--- src/rtl/mwb_pkg.sv ---
package mwb_pkg;

    typedef enum logic [1:0] {
        ST_LOAD  = 2'd0,
        ST_SORT  = 2'd1,
        ST_ELIM  = 2'd2,
        ST_SCORE = 2'd3
    } mwb_state_e;

endpackage

--- src/rtl/mwb_rank.sv ---
module mwb_rank #(
    parameter int NPOS   = 16,
    parameter int SOFT_W = 12,
    localparam int IW    = $clog2(NPOS)
) (
    input  logic [NPOS-1:0][SOFT_W-1:0] soft_i,
    output logic [NPOS-1:0][IW-1:0]     order_o
);

    logic [SOFT_W-1:0] mag [NPOS];

    // magnitude of a two's-complement value, unsigned so the most negative fits
    always_comb begin
        for (int p = 0; p < NPOS; p++) begin
            mag[p] = soft_i[p][SOFT_W-1] ? (~soft_i[p] + SOFT_W'(1)) : soft_i[p];
        end
    end

    // rank of p = number of positions that beat it; earlier index beats on ties
    always_comb begin
        order_o = '0;
        for (int p = 0; p < NPOS; p++) begin
            int rk;
            rk = 0;
            for (int q = 0; q < NPOS; q++) begin
                if (q != p) begin
                    if ((mag[q] > mag[p]) || ((mag[q] == mag[p]) && (q < p))) begin
                        rk = rk + 1;
                    end
                end
            end
            order_o[rk[IW-1:0]] = IW'(p);
        end
    end

endmodule

--- src/rtl/mwb_basis.sv ---
module mwb_basis #(
    parameter int DATA_BITS = 8,
    localparam int NPOS     = 2 * DATA_BITS,
    localparam int IW       = $clog2(NPOS)
) (
    input  logic                                clk,
    input  logic                                rst_n,
    input  logic                                clear_i,
    input  logic                                step_i,
    input  logic [IW-1:0]                       pos_i,
    input  logic                                hard_i,
    output logic [DATA_BITS-1:0][DATA_BITS-1:0] rows_o,
    output logic [DATA_BITS-1:0]                rhs_o,
    output logic [DATA_BITS-1:0]                valid_o
);

    typedef struct packed {
        logic [DATA_BITS-1:0][DATA_BITS-1:0] rows;
        logic [DATA_BITS-1:0]                rhs;
        logic [DATA_BITS-1:0]                valid;
    } basis_t;

    basis_t bs_d, bs_q;

    // constraint vector of a coded position over the data bits
    function automatic logic [DATA_BITS-1:0] coef(input int p);
        logic [DATA_BITS-1:0] v;
        int i;
        v = '0;
        i = p / 2;
        if ((p % 2) == 0) begin
            v[i] = 1'b1;
        end else begin
            v[i] = 1'b1;
            if (i >= 1) v[i-1] = 1'b1;
            if (i >= 2) v[i-2] = 1'b1;
        end
        return v;
    endfunction

    logic [DATA_BITS-1:0] red_v;
    logic                 red_r;
    int                   lead;

    always_comb begin
        // reduce against stored rows, highest pivot first
        red_v = coef(int'(pos_i));
        red_r = hard_i;
        for (int k = DATA_BITS - 1; k >= 0; k--) begin
            if (red_v[k] && bs_q.valid[k]) begin
                red_v = red_v ^ bs_q.rows[k];
                red_r = red_r ^ bs_q.rhs[k];
            end
        end
        lead = 0;
        for (int k = 0; k < DATA_BITS; k++) begin
            if (red_v[k]) lead = k;
        end

        bs_d = bs_q;
        if (clear_i) begin
            bs_d = '0;
        end else if (step_i && (red_v != '0)) begin
            bs_d.rows[lead]  = red_v;
            bs_d.rhs[lead]   = red_r;
            bs_d.valid[lead] = 1'b1;
        end
    end

    always_ff @(posedge clk or negedge rst_n) begin
        if (!rst_n) bs_q <= '0;
        else        bs_q <= bs_d;
    end

    assign rows_o  = bs_q.rows;
    assign rhs_o   = bs_q.rhs;
    assign valid_o = bs_q.valid;

endmodule

--- src/rtl/mwb_solve.sv ---
module mwb_solve #(
    parameter int DATA_BITS = 8,
    parameter int SOFT_W    = 12,
    localparam int NPOS     = 2 * DATA_BITS,
    localparam int MW       = SOFT_W + $clog2(NPOS) + 1
) (
    input  logic [DATA_BITS-1:0][DATA_BITS-1:0] rows_i,
    input  logic [DATA_BITS-1:0]                rhs_i,
    input  logic [NPOS-1:0][SOFT_W-1:0]         soft_i,
    output logic [DATA_BITS-1:0]                data_o,
    output logic [MW-1:0]                       score_o
);

    logic [NPOS-1:0] code;

    // back-substitution: row k has its leading one at bit k
    always_comb begin
        data_o = '0;
        for (int k = 0; k < DATA_BITS; k++) begin
            data_o[k] = rhs_i[k] ^ (^(rows_i[k] & data_o));
        end
    end

    // re-encode the solved word
    always_comb begin
        for (int i = 0; i < DATA_BITS; i++) begin
            logic par;
            par = data_o[i];
            if (i >= 1) par = par ^ data_o[i-1];
            if (i >= 2) par = par ^ data_o[i-2];
            code[2*i]   = data_o[i];
            code[2*i+1] = par;
        end
    end

    // correlation with the bipolar codeword
    always_comb begin
        logic signed [MW-1:0] acc;
        logic signed [MW-1:0] ext;
        acc = '0;
        for (int p = 0; p < NPOS; p++) begin
            ext = {{(MW-SOFT_W){soft_i[p][SOFT_W-1]}}, soft_i[p]};
            acc = code[p] ? (acc - ext) : (acc + ext);
        end
        score_o = acc;
    end

endmodule

--- src/rtl/mwb_decoder.sv ---
module mwb_decoder
    import mwb_pkg::*;
#(
    parameter int DATA_BITS = 8,
    parameter int SOFT_W    = 12,
    parameter int CANDS     = 4
) (
    input  logic                 clk,
    input  logic                 rst_n,
    input  logic                 in_valid,
    output logic                 in_ready,
    input  logic [SOFT_W-1:0]    in_soft,
    output logic                 done_o,
    output logic [DATA_BITS-1:0] data_o
);

    localparam int NCODE = 2 * DATA_BITS;
    localparam int IW    = $clog2(NCODE);
    localparam int CW    = (CANDS > 1) ? $clog2(CANDS) : 1;
    localparam int MW    = SOFT_W + IW + 1;

    typedef struct packed {
        mwb_state_e                   st;
        logic [IW-1:0]                cnt;
        logic [CW-1:0]                cand;
        logic [NCODE-1:0][SOFT_W-1:0] y;
        logic [NCODE-1:0][IW-1:0]     order;
        logic [MW-1:0]                best_m;
        logic [DATA_BITS-1:0]         best_d;
        logic [DATA_BITS-1:0]         dout;
        logic                         done;
    } ctl_t;

    ctl_t ctl_d, ctl_q;

    logic [NCODE-1:0][IW-1:0]            rank_w;
    logic [DATA_BITS-1:0][DATA_BITS-1:0] rows_w;
    logic [DATA_BITS-1:0]                rhs_w;
    logic [DATA_BITS-1:0]                bvalid_w;
    logic [DATA_BITS-1:0]                sol_w;
    logic [MW-1:0]                       score_m;
    logic                                score_w;
    logic                                skip_w;
    logic                                step_w;
    logic [IW-1:0]                       pos_w;
    logic                                hard_w;
    logic                                better_w;

    mwb_rank #(.NPOS(NCODE), .SOFT_W(SOFT_W)) u_rank (
        .soft_i  (ctl_q.y),
        .order_o (rank_w)
    );

    assign score_w = (ctl_q.st == ST_SCORE);
    assign skip_w  = (ctl_q.cand != '0) && (ctl_q.cnt == (IW'(ctl_q.cand) - IW'(1)));
    assign pos_w   = ctl_q.order[ctl_q.cnt];
    assign hard_w  = ctl_q.y[pos_w][SOFT_W-1];
    assign step_w  = (ctl_q.st == ST_ELIM) && !skip_w && !(&bvalid_w);

    mwb_basis #(.DATA_BITS(DATA_BITS)) u_basis (
        .clk     (clk),
        .rst_n   (rst_n),
        .clear_i (score_w || (ctl_q.st == ST_SORT)),
        .step_i  (step_w),
        .pos_i   (pos_w),
        .hard_i  (hard_w),
        .rows_o  (rows_w),
        .rhs_o   (rhs_w),
        .valid_o (bvalid_w)
    );

    mwb_solve #(.DATA_BITS(DATA_BITS), .SOFT_W(SOFT_W)) u_solve (
        .rows_i  (rows_w),
        .rhs_i   (rhs_w),
        .soft_i  (ctl_q.y),
        .data_o  (sol_w),
        .score_o (score_m)
    );

    assign better_w = (ctl_q.cand == '0) || ($signed(score_m) > $signed(ctl_q.best_m));

    always_comb begin
        ctl_d      = ctl_q;
        ctl_d.done = 1'b0;
        unique case (ctl_q.st)
            ST_LOAD: begin
                if (in_valid) begin
                    ctl_d.y[ctl_q.cnt] = in_soft;
                    ctl_d.cnt          = ctl_q.cnt + IW'(1);
                    if (ctl_q.cnt == IW'(NCODE - 1)) begin
                        ctl_d.st  = ST_SORT;
                        ctl_d.cnt = '0;
                    end
                end
            end
            ST_SORT: begin
                ctl_d.order = rank_w;
                ctl_d.cand  = '0;
                ctl_d.cnt   = '0;
                ctl_d.st    = ST_ELIM;
            end
            ST_ELIM: begin
                ctl_d.cnt = ctl_q.cnt + IW'(1);
                if (ctl_q.cnt == IW'(NCODE - 1)) begin
                    ctl_d.st = ST_SCORE;
                end
            end
            ST_SCORE: begin
                if (better_w) begin
                    ctl_d.best_m = score_m;
                    ctl_d.best_d = sol_w;
                end
                ctl_d.cnt = '0;
                if (ctl_q.cand == CW'(CANDS - 1)) begin
                    ctl_d.dout = better_w ? sol_w : ctl_q.best_d;
                    ctl_d.done = 1'b1;
                    ctl_d.st   = ST_LOAD;
                end else begin
                    ctl_d.cand = ctl_q.cand + CW'(1);
                    ctl_d.st   = ST_ELIM;
                end
            end
            default: ctl_d.st = ST_LOAD;
        endcase
    end

    always_ff @(posedge clk or negedge rst_n) begin
        if (!rst_n) begin
            ctl_q    <= '0;
            ctl_q.st <= ST_LOAD;
        end else begin
            ctl_q <= ctl_d;
        end
    end

    assign in_ready = (ctl_q.st == ST_LOAD);
    assign done_o   = ctl_q.done;
    assign data_o   = ctl_q.dout;

endmodule

--- config.mk ---
export PLATFORM = sky130hd
export DESIGN_NAME = mwb_decoder
export DESIGN_NICKNAME = d
export VERILOG_FILES = /design/src/rtl/mwb_pkg.sv /design/src/rtl/mwb_rank.sv /design/src/rtl/mwb_basis.sv /design/src/rtl/mwb_solve.sv /design/src/rtl/mwb_decoder.sv
export SDC_FILE = /design/constraint.sdc
export NUM_CORES = 2
export LEC_CHECK = 0
export ABC_CLOCK_PERIOD_IN_PS = 19300
export BUFFER_PORTS_ARGS = -buffer_cell sky130_fd_sc_hd__buf_2
export CORE_ASPECT_RATIO = 1.25
export CORE_UTILIZATION = 43
export DETAILED_ROUTE_END_ITERATION = 7
export PLACE_DENSITY_LB_ADDON = 0.12
export SLEW_MARGIN = 20
export SYNTH_ARGS = -nofsm -noshare
export SYNTH_HDL_FRONTEND = slang
export SYNTH_SLANG_ARGS = --single-unit
--- constraint.sdc ---
create_clock -name clk -period 19.3 [get_ports clk]
set_clock_uncertainty 0.05 [all_clocks]
set_input_delay 0.965 -clock clk [delete_from_list [all_inputs] [get_ports clk]]
set_output_delay 0.965 -clock clk [all_outputs]
set_load 0.02 [all_outputs]
==> results.txt <==
Total GRT Usage = 37.7%
worst-path fanout max = 45
Skew-Pair Late Insertion Delay = 0.67 ns
largest net degree at the start of global routing = 90
top-area cell type share of the netlist area = 28.4%
Max-cap violations = 0
clock tree from TritonCTS = built
CP max-delay cell = dfrtp_2
post-synthesis compound-gate area fraction = 20.0%
via count = 84,488
Slew HR = 17.6%
Hold Vio Cnt, Final = 0
Reg clk slew, reported paths = 0.06 ns
required time worst endpoint = 19.77 ns
most frequent CP cell = ha_1
EDFF count, synth = 0
Tightest Hold Check Type = input pin to async pin
Pins Over Slew Limit = 0
Post-Syn Nets = 12,482
Root Buffer = clkbuf_16
Antenna Nets Post-Route = 0
Yosys reg bits = 378
layout cells sized above 1 = 8.68%
Synth area leader = ha_1
XOR/XNOR share of the synthesized area = 13.4%
sequential area share after synthesis = 11.0%
vias per inst = 6.35
first-pass GRT wire length = 554,000 um
Buffers & Inverters on Critical Path = 1
Async SR Flop Fraction = 100%
buffers added on ports = 24
IO Count = 25
outcome = finished clean
Starting Density = 43.2%
vias in the first global route = 81,861
global placer's final weighted congestion = 1.02
Core Area = 199,000 sq um
fin crit share = 81.4%
flip-flop and latch area = 9460 sq um
die width = 402 um
drt pass-1 iters = 6
maximum clock rate = 63.6 MHz
routed wire length per instance = 29.4 um
warnings from Yosys = 0
most common cell in the synthesized netlist = ha_1
post-CTS sizing = 0
clock buffer depth = 3
final net count = 12,640
DRT iter0 DRCs = 7,533
Synth area leaders = ha_1, dfrtp_1, xnor2_1
mapped cell area = 85,900 sq um
Worst setup EP type = flip-flop
CP Class = flip-flop to flip-flop
area of the multi-input gates = 73,700 sq um
ys flop type = dfrtp_1
crit path time final = 15.72 ns
Distinct cells, synth = 107
worst path arrival time = 16.19 ns
Worst Tran Pin Value = 1.23 ns
largest family of logic cells by synthesized area = adder cells
grt total ovfl = 0
Post-CTS Setup Repair Bufs = 0
synth-to-layout area growth = 8.41%
CTS Hold Bufs = 0
die height = 502 um
routed wire length = 391,000 um
antenna violations before repair = 17
RSZ-0062 raised after global routing = no
Post-Syn Area per Cell = 8.18 sq um
CTS buffer count = 49
HPWL after DPL = 300,000 um
Post-route DRC = 0
layout filler cell count = 19,480
Worst setup SP type = flip-flop
Finish-stage setup viols = 0
Gate Count Post-Synth = 10,503
count of clock tree sinks = 378
FP Rows = 183
Synth Area in Simple Gates = 18.3%
H-Tree Depth = 2
cell family contributing the most delay on the critical path = adder cells
Synth Area in Adders = 28.7%
crit-path max cell delay = 1.01 ns
mux contribution to synthesized area = 4.56%
DIE AREA = 202,000 sq um
setup_tns = 0 ns
Post-synth top cells = ha_1, nand2_1, xnor2_1
## cells by family (layout without fill, tap and decap cells)
logic type,count (synthesis),in the layout
other,0,14
multiplexers,339,339
adder cells (fa/ha/maj),1964,1964
flip-flops,378,378
AO/OA/AOI/OAI,2645,2645
AND/OR/NAND/NOR,3099,3099
XOR/XNOR,1181,1181
buffers and inverters,897,1095
## metal layers
layer	track usage, %	part of all wire [%]
met5	0	0.014
met4	29.6	9.2
met3	7.07	8.1
met2	60.3	44
met1	44.3	39
## placed cells by master, fill, tap and decap left out, types with 121 or more instances in the layout
| cell | instances |
|---|---|
| nand2_1 | 789 |
| nor2b_1 | 244 |
| nand4_1 | 313 |
| buf_4 | 325 |
| or3_1 | 121 |
| nand3_1 | 125 |
| ha_1 | 1949 |
| nor3_1 | 202 |
| inv_1 | 648 |
| dfrtp_1 | 376 |
| a21o_1 | 506 |
| nor2_1 | 641 |
| nand2b_1 | 233 |
| xor2_1 | 324 |
| a21oi_1 | 701 |
| and2_1 | 122 |
| o21a_1 | 222 |
| xnor2_1 | 707 |
| mux2_2 | 237 |
| o21ai_0 | 497 |
## state kept, by name, indices dropped and copies added, names as in the netlist
signal and cells:
ctl_q 289, data_o 8, done_o 1, u_basis.rhs_o 8
u_basis.rows_o 64, u_basis.valid_o 8
## path summary, 6_finish.rpt
path	startpoint	endpoint	slack (ns)	depth (start not counted)
worst min-delay path	rst_n	ctl_q[256]	0.31	1
min in group clk	u_basis.rows_o[9]	u_basis.rows_o[9]	0.42	1
worst max register to register	u_basis.rhs_o[0]	ctl_q[32]	3.58	64
worst min register to register	u_basis.rows_o[9]	u_basis.rows_o[9]	0.42	1
max in group asynchronous	rst_n	u_basis.rhs_o[0]	15.96	4
worst max-delay path	u_basis.rhs_o[0]	ctl_q[32]	3.58	64
## area by class of cell
| type | count | area share (%) |
|---|---|---|
| Inverter | 654 | 2.64 |
| Antenna cell | 14 | 0.0376 |
| Multi-Input combinational cell | 9228 | 79.1 |
| Timing Repair Buffer | 350 | 2.77 |
| Sequential cell | 378 | 10.2 |
| Clock inverter | 25 | 0.290 |
| Clock buffer | 66 | 1.48 |
| Tap cell | 2590 | 3.48 |
## through the flow
step,hold WS [ns],utilization (%),worst slack (ns),area (sq um),instances
2_1_floorplan,0.396,-,5.12,85900,10503
3_3_place_gp,0.410,46.0,3.63,91400,13199
3_5_place_dp,0.415,46.0,3.56,91400,13200
4_1_cts,0.319,46.8,3.48,93100,13291
5_1_grt,0.350,46.8,2.59,93100,13291
6_report,0.309,46.9,3.58,93100,13305
Power is left out: the tool's default activity adds up to more than one toggle a clock period on the data nets, which glitch-free logic cannot reach.
